### src/rtl/bldc_gate_pkg.sv
package bldc_gate_pkg;
  localparam int NUM_LEGS = 3;

  typedef enum logic [1:0] {
    ROLE_OFF = 2'd0,
    ROLE_SRC = 2'd1,
    ROLE_SNK = 2'd2
  } role_t;
endpackage

### src/rtl/bldc_commutator.sv
module bldc_commutator
  import bldc_gate_pkg::*;
(
  input  logic                       [2:0] hall_i,
  input  logic                             rev_i,
  output role_t [NUM_LEGS-1:0]             role_o
);
  logic [1:0] fwd_hi, fwd_lo, hi_sel, lo_sel;
  logic       valid;

  // forward table: which leg sources and which sinks for each legal code
  always_comb begin
    valid  = 1'b1;
    fwd_hi = 2'd0;
    fwd_lo = 2'd0;
    unique case (hall_i)
      3'b001: begin fwd_hi = 2'd0; fwd_lo = 2'd1; end
      3'b011: begin fwd_hi = 2'd0; fwd_lo = 2'd2; end
      3'b010: begin fwd_hi = 2'd1; fwd_lo = 2'd2; end
      3'b110: begin fwd_hi = 2'd1; fwd_lo = 2'd0; end
      3'b100: begin fwd_hi = 2'd2; fwd_lo = 2'd0; end
      3'b101: begin fwd_hi = 2'd2; fwd_lo = 2'd1; end
      default: valid = 1'b0;
    endcase
  end

  // reverse direction swaps the source and sink legs
  assign hi_sel = rev_i ? fwd_lo : fwd_hi;
  assign lo_sel = rev_i ? fwd_hi : fwd_lo;

  for (genvar g = 0; g < NUM_LEGS; g++) begin : g_role
    assign role_o[g] = !valid              ? ROLE_OFF :
                       (hi_sel == 2'(g))   ? ROLE_SRC :
                       (lo_sel == 2'(g))   ? ROLE_SNK : ROLE_OFF;
  end
endmodule

### src/rtl/bldc_pwm_monitor.sv
module bldc_pwm_monitor #(
  parameter int PER_MAX = 13333,
  parameter int ON_MIN  = 150
) (
  input  logic clk,
  input  logic rst,
  input  logic pwm_n_i,
  output logic sync_ok_o
);
  localparam int SAT = PER_MAX + 1;
  localparam int CW  = $clog2(SAT + 1);
  localparam logic [CW-1:0] SAT_V = CW'(SAT);
  localparam logic [CW-1:0] MAX_V = CW'(PER_MAX);
  localparam logic [CW-1:0] MIN_V = CW'(ON_MIN);

  logic          pwm_d;
  logic [CW-1:0] per_cnt;
  logic [CW-1:0] on_len;
  logic          sync_q;
  logic          fall, rise;

  assign fall = pwm_d & ~pwm_n_i;   // start of high-side on time
  assign rise = ~pwm_d & pwm_n_i;   // start of off time

  always_ff @(posedge clk) begin
    if (rst) begin
      pwm_d   <= 1'b1;
      per_cnt <= SAT_V;
      on_len  <= '0;
      sync_q  <= 1'b0;
    end else begin
      pwm_d <= pwm_n_i;
      if (rise)
        on_len <= per_cnt;
      if (fall)
        sync_q <= (per_cnt <= MAX_V) && (on_len >= MIN_V);
      else if (per_cnt == SAT_V)
        sync_q <= 1'b0;
      if (fall)
        per_cnt <= CW'(1);
      else if (per_cnt != SAT_V)
        per_cnt <= per_cnt + CW'(1);
    end
  end

  assign sync_ok_o = sync_q;

  // qualification only ever happens on a falling PWM edge
  p_sync_on_edge_r6: assert property (@(posedge clk) disable iff (rst)
    $rose(sync_q) |-> $past(fall));
endmodule

### src/rtl/bldc_leg.sv
module bldc_leg #(
  parameter int DEAD_CYC = 8
) (
  input  logic clk,
  input  logic rst,
  input  logic want_hi_i,
  input  logic want_lo_i,
  output logic hs_o,
  output logic ls_o
);
  localparam int DW = $clog2(DEAD_CYC + 2);
  localparam logic [DW-1:0] DEAD_V = DW'(DEAD_CYC);

  logic          hs_q, ls_q, hs_n, ls_n;
  logic [DW-1:0] dt_q;

  // turn-off is immediate; turn-on waits for complement off and timer idle
  always_comb begin
    if (!want_hi_i)  hs_n = 1'b0;
    else if (hs_q)   hs_n = 1'b1;
    else             hs_n = !ls_q && (dt_q == '0);
    if (!want_lo_i)  ls_n = 1'b0;
    else if (ls_q)   ls_n = 1'b1;
    else             ls_n = !hs_q && (dt_q == '0);
  end

  always_ff @(posedge clk) begin
    if (rst) begin
      hs_q <= 1'b0;
      ls_q <= 1'b0;
      dt_q <= '0;
    end else begin
      hs_q <= hs_n;
      ls_q <= ls_n;
      if ((hs_q && !hs_n) || (ls_q && !ls_n))
        dt_q <= DEAD_V;
      else if (dt_q != '0)
        dt_q <= dt_q - DW'(1);
    end
  end

  assign hs_o = hs_q;
  assign ls_o = ls_q;

  // independent gap counters: cycles each switch has been off (capped)
  logic [DW-1:0] gap_hi, gap_lo;
  always_ff @(posedge clk) begin
    if (rst) begin
      gap_hi <= DEAD_V;
      gap_lo <= DEAD_V;
    end else begin
      if (hs_q)                gap_hi <= '0;
      else if (gap_hi != DEAD_V) gap_hi <= gap_hi + DW'(1);
      if (ls_q)                gap_lo <= '0;
      else if (gap_lo != DEAD_V) gap_lo <= gap_lo + DW'(1);
    end
  end

  p_no_overlap_r7: assert property (@(posedge clk) disable iff (rst)
    !(hs_q && ls_q));
  p_gap_before_low_r7: assert property (@(posedge clk) disable iff (rst)
    $rose(ls_q) |-> (gap_hi >= DEAD_V));
  p_gap_before_high_r7: assert property (@(posedge clk) disable iff (rst)
    $rose(hs_q) |-> (gap_lo >= DEAD_V));
endmodule

### src/rtl/bldc_gate_ctrl.sv
module bldc_gate_ctrl
  import bldc_gate_pkg::*;
#(
  parameter int DEAD_CYC = 8,
  parameter int PER_MAX  = 13333,
  parameter int ON_MIN   = 150
) (
  input  logic       clk,
  input  logic       rst,
  input  logic [2:0] hall,
  input  logic       dir_rev,
  input  logic       stop_req,
  input  logic       pwm_n,
  input  logic       flt_stall,
  input  logic       flt_ilim,
  input  logic       flt_uv,
  input  logic       flt_ot,
  output logic [2:0] hs_en,
  output logic [2:0] ls_en,
  output logic       fb_od_n
);
  role_t [NUM_LEGS-1:0] role;
  logic                 sync_ok;
  logic                 pwm_on, hard_off, hs_block;

  bldc_commutator u_comm (
    .hall_i (hall),
    .rev_i  (dir_rev),
    .role_o (role)
  );

  bldc_pwm_monitor #(.PER_MAX(PER_MAX), .ON_MIN(ON_MIN)) u_mon (
    .clk       (clk),
    .rst       (rst),
    .pwm_n_i   (pwm_n),
    .sync_ok_o (sync_ok)
  );

  assign pwm_on   = ~pwm_n;
  assign hard_off = flt_uv | flt_ot;
  assign hs_block = flt_stall | flt_ilim;

  // priority: supply/thermal off > halt brake > commutation
  for (genvar g = 0; g < NUM_LEGS; g++) begin : g_leg
    logic want_hi, want_lo;
    always_comb begin
      want_hi = 1'b0;
      want_lo = 1'b0;
      if (!hard_off) begin
        if (stop_req) begin
          want_lo = 1'b1;
        end else if (role[g] == ROLE_SRC) begin
          want_hi = pwm_on & ~hs_block;
          want_lo = ~pwm_on & sync_ok & ~hs_block;
        end else if (role[g] == ROLE_SNK) begin
          want_lo = 1'b1;
        end
      end
    end

    bldc_leg #(.DEAD_CYC(DEAD_CYC)) u_leg (
      .clk       (clk),
      .rst       (rst),
      .want_hi_i (want_hi),
      .want_lo_i (want_lo),
      .hs_o      (hs_en[g]),
      .ls_o      (ls_en[g])
    );
  end

  always_ff @(posedge clk) begin
    if (rst) fb_od_n <= 1'b1;
    else     fb_od_n <= hall[0];
  end

  p_flags_kill_high_r9: assert property (@(posedge clk) disable iff (rst)
    (flt_stall | flt_ilim | flt_uv | flt_ot) |=> (hs_en == 3'b000));
  p_supply_all_off_r10: assert property (@(posedge clk) disable iff (rst)
    (flt_uv | flt_ot) |=> ((hs_en | ls_en) == 3'b000));
  p_halt_no_high_r8: assert property (@(posedge clk) disable iff (rst)
    stop_req |=> (hs_en == 3'b000));
  p_bad_code_off_r3: assert property (@(posedge clk) disable iff (rst)
    (((hall == 3'b000) || (hall == 3'b111)) && !stop_req) |=> ((hs_en | ls_en) == 3'b000));
  p_fb_follows_r11: assert property (@(posedge clk) disable iff (rst)
    !$past(rst) |-> (fb_od_n == $past(hall[0])));
endmodule

### config.mk
export PLATFORM = sky130hd
export DESIGN_NAME = bldc_gate_ctrl
export DESIGN_NICKNAME = d
export VERILOG_FILES = /design/src/rtl/bldc_gate_pkg.sv /design/src/rtl/bldc_commutator.sv /design/src/rtl/bldc_pwm_monitor.sv /design/src/rtl/bldc_leg.sv /design/src/rtl/bldc_gate_ctrl.sv
export SDC_FILE = /design/constraint.sdc
export NUM_CORES = 1
export LEC_CHECK = 0
export BUFFER_PORTS_ARGS = -buffer_cell sky130_fd_sc_hd__buf_2
export CAP_MARGIN = 10
export CORE_ASPECT_RATIO = 1.1
export CORE_MARGIN = 1
export CORE_UTILIZATION = 33
export CTS_CLUSTER_SIZE = 20
export DETAILED_ROUTE_END_ITERATION = 10
export PLACE_DENSITY_LB_ADDON = 0.25
export SLEW_MARGIN = 20
export SYNTH_ARGS = -nofsm -noshare
export SYNTH_HDL_FRONTEND = slang
export SYNTH_SLANG_ARGS = --single-unit
### constraint.sdc
create_clock -name clk -period 4.5 [get_ports clk]
set_input_delay 0.675 -clock clk [delete_from_list [all_inputs] [get_ports clk]]
set_output_delay 0.675 -clock clk [all_outputs]
set_load 0.03 [all_outputs]
After elaboration in Yosys (flattened, before gate mapping)
Index checks and enable logic that the tools add are counted.
Widths: inputs -> output; s select.
- memories kept: 0
- RAM bits: 0
- bits in latches: 0
- flip-flop bits (word level): 49
- bits in read-only memories: 0
- output and inout port bits: 7
- reduce and logical (&&, ||, !) cells: 50
- add/subtract/negate cells: 4
- $lt $le $gt $ge: 2
- equal/unequal tests: 18
- bitwise logic cells: 10
- mux-type cells: 57
- shifts and indexed selects: 0
- div/mod/pow operators: 0
- multiply operators: 0
- operator list (operator ; number):
    $mux 1 ; 36
    $mux 14 ; 2
    $mux 4 ; 6
    $mux 2 ; 11
    $reduce_or 2->1 ; 8
    $add 14x1->14 const B ; 1
    $eq 14x14->1 const B ; 1
    $ge 14x8->1 const B ; 1
    $le 14x14->1 const B ; 1
    $ne 14x14->1 const B ; 1
    $logic_and 1x1->1 ; 13
    $logic_not 1->1 ; 12
    $logic_not 4->1 ; 3
    $reduce_bool 4->1 ; 3
    $sub 4x1->4 const B ; 3
    $eq 2x1->1 const B ; 5
    $eq 2x2->1 const B ; 5
    $reduce_bool 2->1 ; 5
    $eq 3x3->1 const B ; 3
    $pmux 2 s2 ; 2
    $eq 3x2->1 const B ; 2
    $reduce_or 6->1 ; 1
    $and 1x1->1 ; 5
    $logic_not 2->1 ; 2
    other kinds (4) ; 9

Logic depth before layout (Yosys ltp)
- depth after elaboration: 18
- gate-level depth with buffers: 7
- mapped depth without buffers: 6

Hierarchy
Synthesis repeated with hierarchy kept, for this count alone.
- cell total of the unflattened synthesis: 283
- area total of the unflattened synthesis: 2482.4 µm²
- by module, submodules not included (module ; cells an instance ; area an instance (µm²) ; instances ; seq. area each (µm²)):
    bldc_pwm_monitor ; 163 ; 1362.6 ; 1 ; 580.6
    bldc_leg ; 28 ; 290.3 ; 3 ; 120.1
    bldc_gate_ctrl ; 22 ; 143.9 ; 1 ; 20.0
    bldc_commutator ; 14 ; 105.1 ; 1 ; 0.0

Worst setup path before layout
No wires, ideal clock.
- path kind: input -> register
- start: in flt_ilim
- end: reg g_leg[0].u_leg.dt_q[3]
- slack: 2.342 ns
- arrival: 2.038 ns
- cell stages on the path: 4
- buffers on the path: 0
- setup time: 0.120 ns
- data required time: 4.380 ns
- cells stage by stage: or4_4 > or3_4 > o21a_1 > o31a_1
- longest elaborated chain between the ends: 11
- elaborated cells on any way between the ends: 19
- ends and longest elaborated chain (element ; line ; RTL):
    from (decl) ; bldc_gate_ctrl.sv:15 ; input logic flt_ilim,
    $or 1x1->1 * ; bldc_gate_ctrl.sv:41 ; assign hs_block = flt_stall | flt_ilim;
    $not 1->1 * ; bldc_gate_ctrl.sv:53, bldc_gate_ctrl.sv:54 ;
    $and 1x1->1 (on tied branches) ; bldc_gate_ctrl.sv:53, bldc_gate_ctrl.sv:54 ;
    $mux 1 ; bldc_gate_ctrl.sv:52 ; end else if (role[g] == ROLE_SRC) begin
    $mux 1 ; bldc_gate_ctrl.sv:50 ; if (stop_req) begin
    $mux 1 ; bldc_gate_ctrl.sv:49 ; if (!hard_off) begin
    $mux 1 (on tied branches) ; bldc_leg.sv:19, bldc_leg.sv:22 ;
    $logic_not 1->1 ; bldc_leg.sv:35 ; if ((hs_q && !hs_n) || (ls_q && !ls_n))
    $logic_and 1x1->1 ; bldc_leg.sv:35 ;
    $logic_or 1x1->1 * ; bldc_leg.sv:35 ;
    $mux 4 / $reduce_bool 2->1 (equally long branches) ; - ;
    to (signal assigned) ; bldc_leg.sv:38 ; dt_q <= dt_q - DW'(1);
    to (decl) ; bldc_leg.sv:15 ; logic [DW-1:0] dt_q;
Every way passes the cells marked *; elsewhere a longest branch is shown, timed or not.
A chain may end at the register's enable or synchronous reset.

Worst setup path in the final report
Same ends and word-level chain as after synthesis.

==> flow_results.org <==
** Run status
- Run status :: finished, violations left
- Violations in the final reports :: DRC

** Clocking
- CTS H-Tree Depth :: 2
- Clk sinks :: 48
- The longest clock path from root to sink contains 2 buffers.
- Post-CTS clock slew at the launch and capture registers of the worst setup and hold paths :: about 90 ps
- After clock tree synthesis, the repair step resized 0 gates.
- TritonCTS built the clock tree.
- Clk_lat worst skew :: about 300 ps
- Root buffer cell :: clkbuf_8
- Post-CTS Setup Repair Bufs :: 0
- Number of buffers inserted for hold repair after clock tree synthesis :: 0
- CTS Buf Count :: 5

** Die
- The initialized floorplan defines 32 standard-cell rows.
- From bottom edge to top edge, the die measures 92.1 um.
- For this design the top-level I/O count stands at 19.
- Initial cell density of the core :: 0.343
- The floorplan step defined a die boundary enclosing 0.00772 mm^2.
- Core Box Area :: between 0.007 and 0.008 mm^2
- DIE WIDTH :: about 84 um

** Global route
- The number of global-route vias before repair came to 1862.
- Overall overflow remaining after global route :: 0
- Number of antenna violations at the first check in global routing :: 0
- First-pass GRT wire length :: ~8800 um
- Total routing usage reported by global routing :: 0.140
- Entering global routing, the biggest net connects 28 pins.

** Critical path
- The worst setup path is launched from an input pin.
- STA classifies the critical path endpoint as a flip-flop.
- Launch point of the worst reg-to-reg path :: u_mon.per_cnt[6]$_SDFFE_PP0N_
- Critical path type :: input pin to flip-flop
- The signal on the critical path passes through buf_2 > or4_4 > or3_4 > o21a_1 > o31a_1.
- The worst register-to-register path ends at u_mon.per_cnt[2]$_SDFFE_PP1P_.
- On the worst path, the slowest cell contributes a delay of 550 ps.
- Along the worst path, the maximum fanout reaches 4.
- Data on the critical path arrives at its endpoint at roughly 2200 ps.
- Cell with the biggest individual delay on the critical path :: or4_4
- Worst path buffer plus inverter count :: 1
- On the critical path the largest part of the delay comes from simple AND/OR/NAND/NOR gates.
- Measured in cells, the most critical reg-to-reg path has a length of 3.
- STA puts the critical path data required time at ~4700 ps.
- The worst register-to-register path has a setup slack of 2700 ps.

** Drt
- In this run the remaining antenna-violating nets after routing total 0.
- Wires add up to approximately 5000 um.
- Starting DRC count in detailed routing :: between 100 and 150
- Routed wire per std cell :: approximately 13 um
- Before antenna repair, the detailed router went through 7 iterations.
- The detailed router placed roughly 2000 vias in this run.
- After detailed routing, the number of remaining DRC violations is 2.
- Detail-routed via count per cell :: between 5 and 6

** Cells and area
- The library cell used most frequently in the layout, excluding fill and tap cells, is dfxtp_1.
- The number of antenna diodes in the final layout is 0.
- Of the cells placed in the final design, the portion with a size suffix greater than 1 is 0.112.
- Final Instance Area :: around 0.0026 mm^2
- At the end of the flow the core is filled with cells to 0.374.
- Once layout is complete, the cells apart from fillers number around 390.
- After the last flow step, the layout net total stands at approximately 320.
- Filler Cells Inserted :: around 750
- Most frequent cells in the layout :: dfxtp_1 (48), nand2_1 (40), nor2_1 (23)
- Synthesis-to-layout area growth :: 8.79%

** Flow run
- Number of max-cap violations :: 0

** STA
- Final Max Tran Viols :: 0
- In the finished design, the share of the clock period the worst path needs comes to 0.451.
- Clock period minus final worst setup slack :: ~2000 ps
- Setup violation total in the final timing report :: 0
- In the final timing run, aggregate negative setup slack is 0 ps.
- Worst-case headroom to the max-slew limit :: 0.474
- Derived from the worst setup path, the maximum achievable clock frequency is roughly 490 MHz.
- Setup repair after global routing left no endpoint under its margin.
- The final count of hold timing violations was 0.
- Clock skew on the completed layout was measured at about 9.6 ps.
- Slew at the pin closest to its max-slew limit :: 787 ps

** Power
- Net switching share of the total power :: 0.327
- The design draws approximately 1.2 mW.
- Largest vdd supply drop :: between 200 and 250 uV
- Cell Int Power :: 835 uW
- The share of total power dissipated in combinational logic is 0.315.
- Summed over all nets, the switching power comes to slightly above 400 uW.
- The share of total power dissipated in the clock network is 0.248.
- Power per unit of standard cell area :: 469 mW/mm^2
- Leakage Power :: 1.04 nW
- Part of the total power dissipated in sequential elements :: 0.437

** Placement
- Summed over all nets, the half-perimeter wirelength after detailed placement is around 3700 um.
- Number of I/O port buffers :: 18
- Weighted congestion reported at the end of routability-driven placement :: about 0.80
- Placed Instances :: between 300 and 400
- Area after detailed placement :: 0.00254 mm^2

** Synth
- Cell area after synthesis :: between 0.002 and 0.0025 mm^2
- The share of synthesized area in the top cell type comes to 0.395.
- In this run the mean area of a mapped cell was approximately 8 um^2.
- Register bit total from synthesis :: 48
- Summed over all instances, the cell type with the most area after synthesis is dfxtp_1.
- During synthesis, Yosys emitted a total of 0 warnings.
- Area contributors post-synth :: dfxtp_1 (39%), nand2_1 (6.2%), ha_1 (5.1%), a21oi_1 (4.1%), nor2_1 (3.5%)
- Synthesized net count :: about 320
- The share of the Yosys chip area taken by registers is 0.395.
- Yosys mapped the design onto 43 distinct sky130hd cell types.
- Post-Synthesis Cells :: a little under 300

** Worst hold path
- Worst hold path depth :: 2
- End of the worst hold path :: u_mon.on_len[8]$_SDFFE_PP0P_
- The tightest min-delay check is of the flip-flop to flip-flop type.
- The startpoint identified for the worst hold timing path is u_mon.on_len[8]$_SDFFE_PP0P_.
-- Yosys cell counts --
| cell type | n |
|---|---|
| xor2_1 | 9 |
| o21ai_0 | 11 |
| a31oi_1 | 1 |
| or3b_2 | 4 |
| nand2b_1 | 4 |
| a2111oi_0 | 1 |
| and3_1 | 2 |
| and4b_1 | 1 |
| nor3_1 | 11 |
| mux2i_1 | 1 |
| and4_1 | 3 |
| a21oi_1 | 20 |
| or3_1 | 4 |
| or4_4 | 1 |
| nand2_1 | 40 |
| a211oi_1 | 3 |
| and2_1 | 2 |
| nor3b_1 | 6 |
| buf_4 | 6 |
| or4_1 | 1 |
| or3_4 | 1 |
| ha_1 | 10 |
| o31a_1 | 6 |
| nor2b_1 | 3 |
| nand3b_1 | 2 |
| a311o_1 | 1 |
| nor4_1 | 7 |
| nor2_1 | 23 |
| nand3_1 | 11 |
| o311a_1 | 1 |
| xnor2_1 | 6 |
| o211ai_1 | 2 |
| o21a_1 | 4 |
| o31ai_1 | 1 |
| dfxtp_1 | 48 |
| clkbuf_1 | 12 |
| and3b_1 | 3 |
| a21o_1 | 3 |
| buf_1 | 1 |
| o41ai_1 | 1 |
| nand4_1 | 6 |
| or2_2 | 2 |
| inv_1 | 11 |
-- kinds of logic after synthesis --
kind of cell | share of synthesized area
xor+xnor | 0.0540
fa+ha+maj | 0.0514
mux | 0.00411
simple gates | 0.297
flops | 0.395
buf+inv | 0.0555
compound gates | 0.143
-- metal layers --
metal	global-route usage	up-vias	part of all wire
met4	0.0388	0	0.0057
met1	0.191	932	0.52
li1	-	1048	-
met5	0	-	0
met2	0.225	14	0.46
met3	0.0297	2	0.019
-- registers in the layout, summed over array words and instances (netlist names) --
| register | count |
|---|---|
| u_mon.per_cnt | 14 |
| fb_od_n | 1 |
| g_leg.u_leg.dt_q | 12 |
| u_mon.sync_ok_o | 1 |
| u_mon.pwm_d | 1 |
| u_mon.on_len | 13 |
| g_leg.u_leg.ls_o | 3 |
| g_leg.u_leg.hs_o | 3 |
-- power groups by stage --
stage	Combinational, mW	Clock (mW)	Sequential, mW
floorplan	0.341	0	0.535
global placement	0.385	0	0.552
detailed placement	0.392	0	0.553
CTS	0.395	0.317	0.543
global route	0.460	0.335	0.554
finish	0.391	0.307	0.542
-- through the flow --
step	setup slack (ps)	hold WS (ps)
after global routing	2450	478
final	2470	456
after detailed placement	2160	448
after CTS	2470	460
after floorplan	2340	431
after global placement	2180	441
-- area by class of cell --
cell class	instances	area [um^2]	area share
repair buffers	18	90.1	0.0340
flip-flops and latches	48	961	0.363
clock inverters	3	42.5	0.0161
inverters	11	41.3	0.0156
clock buffers	5	68.8	0.0260
well taps	85	106	0.0402
multi-input cells	218	1340	0.505
-- how the worst max path moves through the flow --
stage                        start                                  end  slack [ps]  depth (start not counted)
after floorplan           flt_ilim  g_leg[0].u_leg.dt_q[3]$_SDFFE_PP0P_        2340                          4
after global placement    flt_ilim  g_leg[0].u_leg.dt_q[3]$_SDFFE_PP0P_        2180                          5
after detailed placement  flt_ilim  g_leg[0].u_leg.dt_q[3]$_SDFFE_PP0P_        2160                          5
after CTS                 flt_ilim  g_leg[0].u_leg.dt_q[3]$_SDFFE_PP0P_        2470                          5
after global routing      flt_ilim  g_leg[0].u_leg.dt_q[3]$_SDFFE_PP0P_        2450                          5
final                     flt_ilim  g_leg[0].u_leg.dt_q[3]$_SDFFE_PP0P_        2470                          5
-- tightest hold or removal path, cell delays in order (launching register included) --
cell and delay [ps]:
dfxtp_1 320, nand2_1 50, a21oi_1 50
Note: power is estimated with default switching activity, not from simulation.
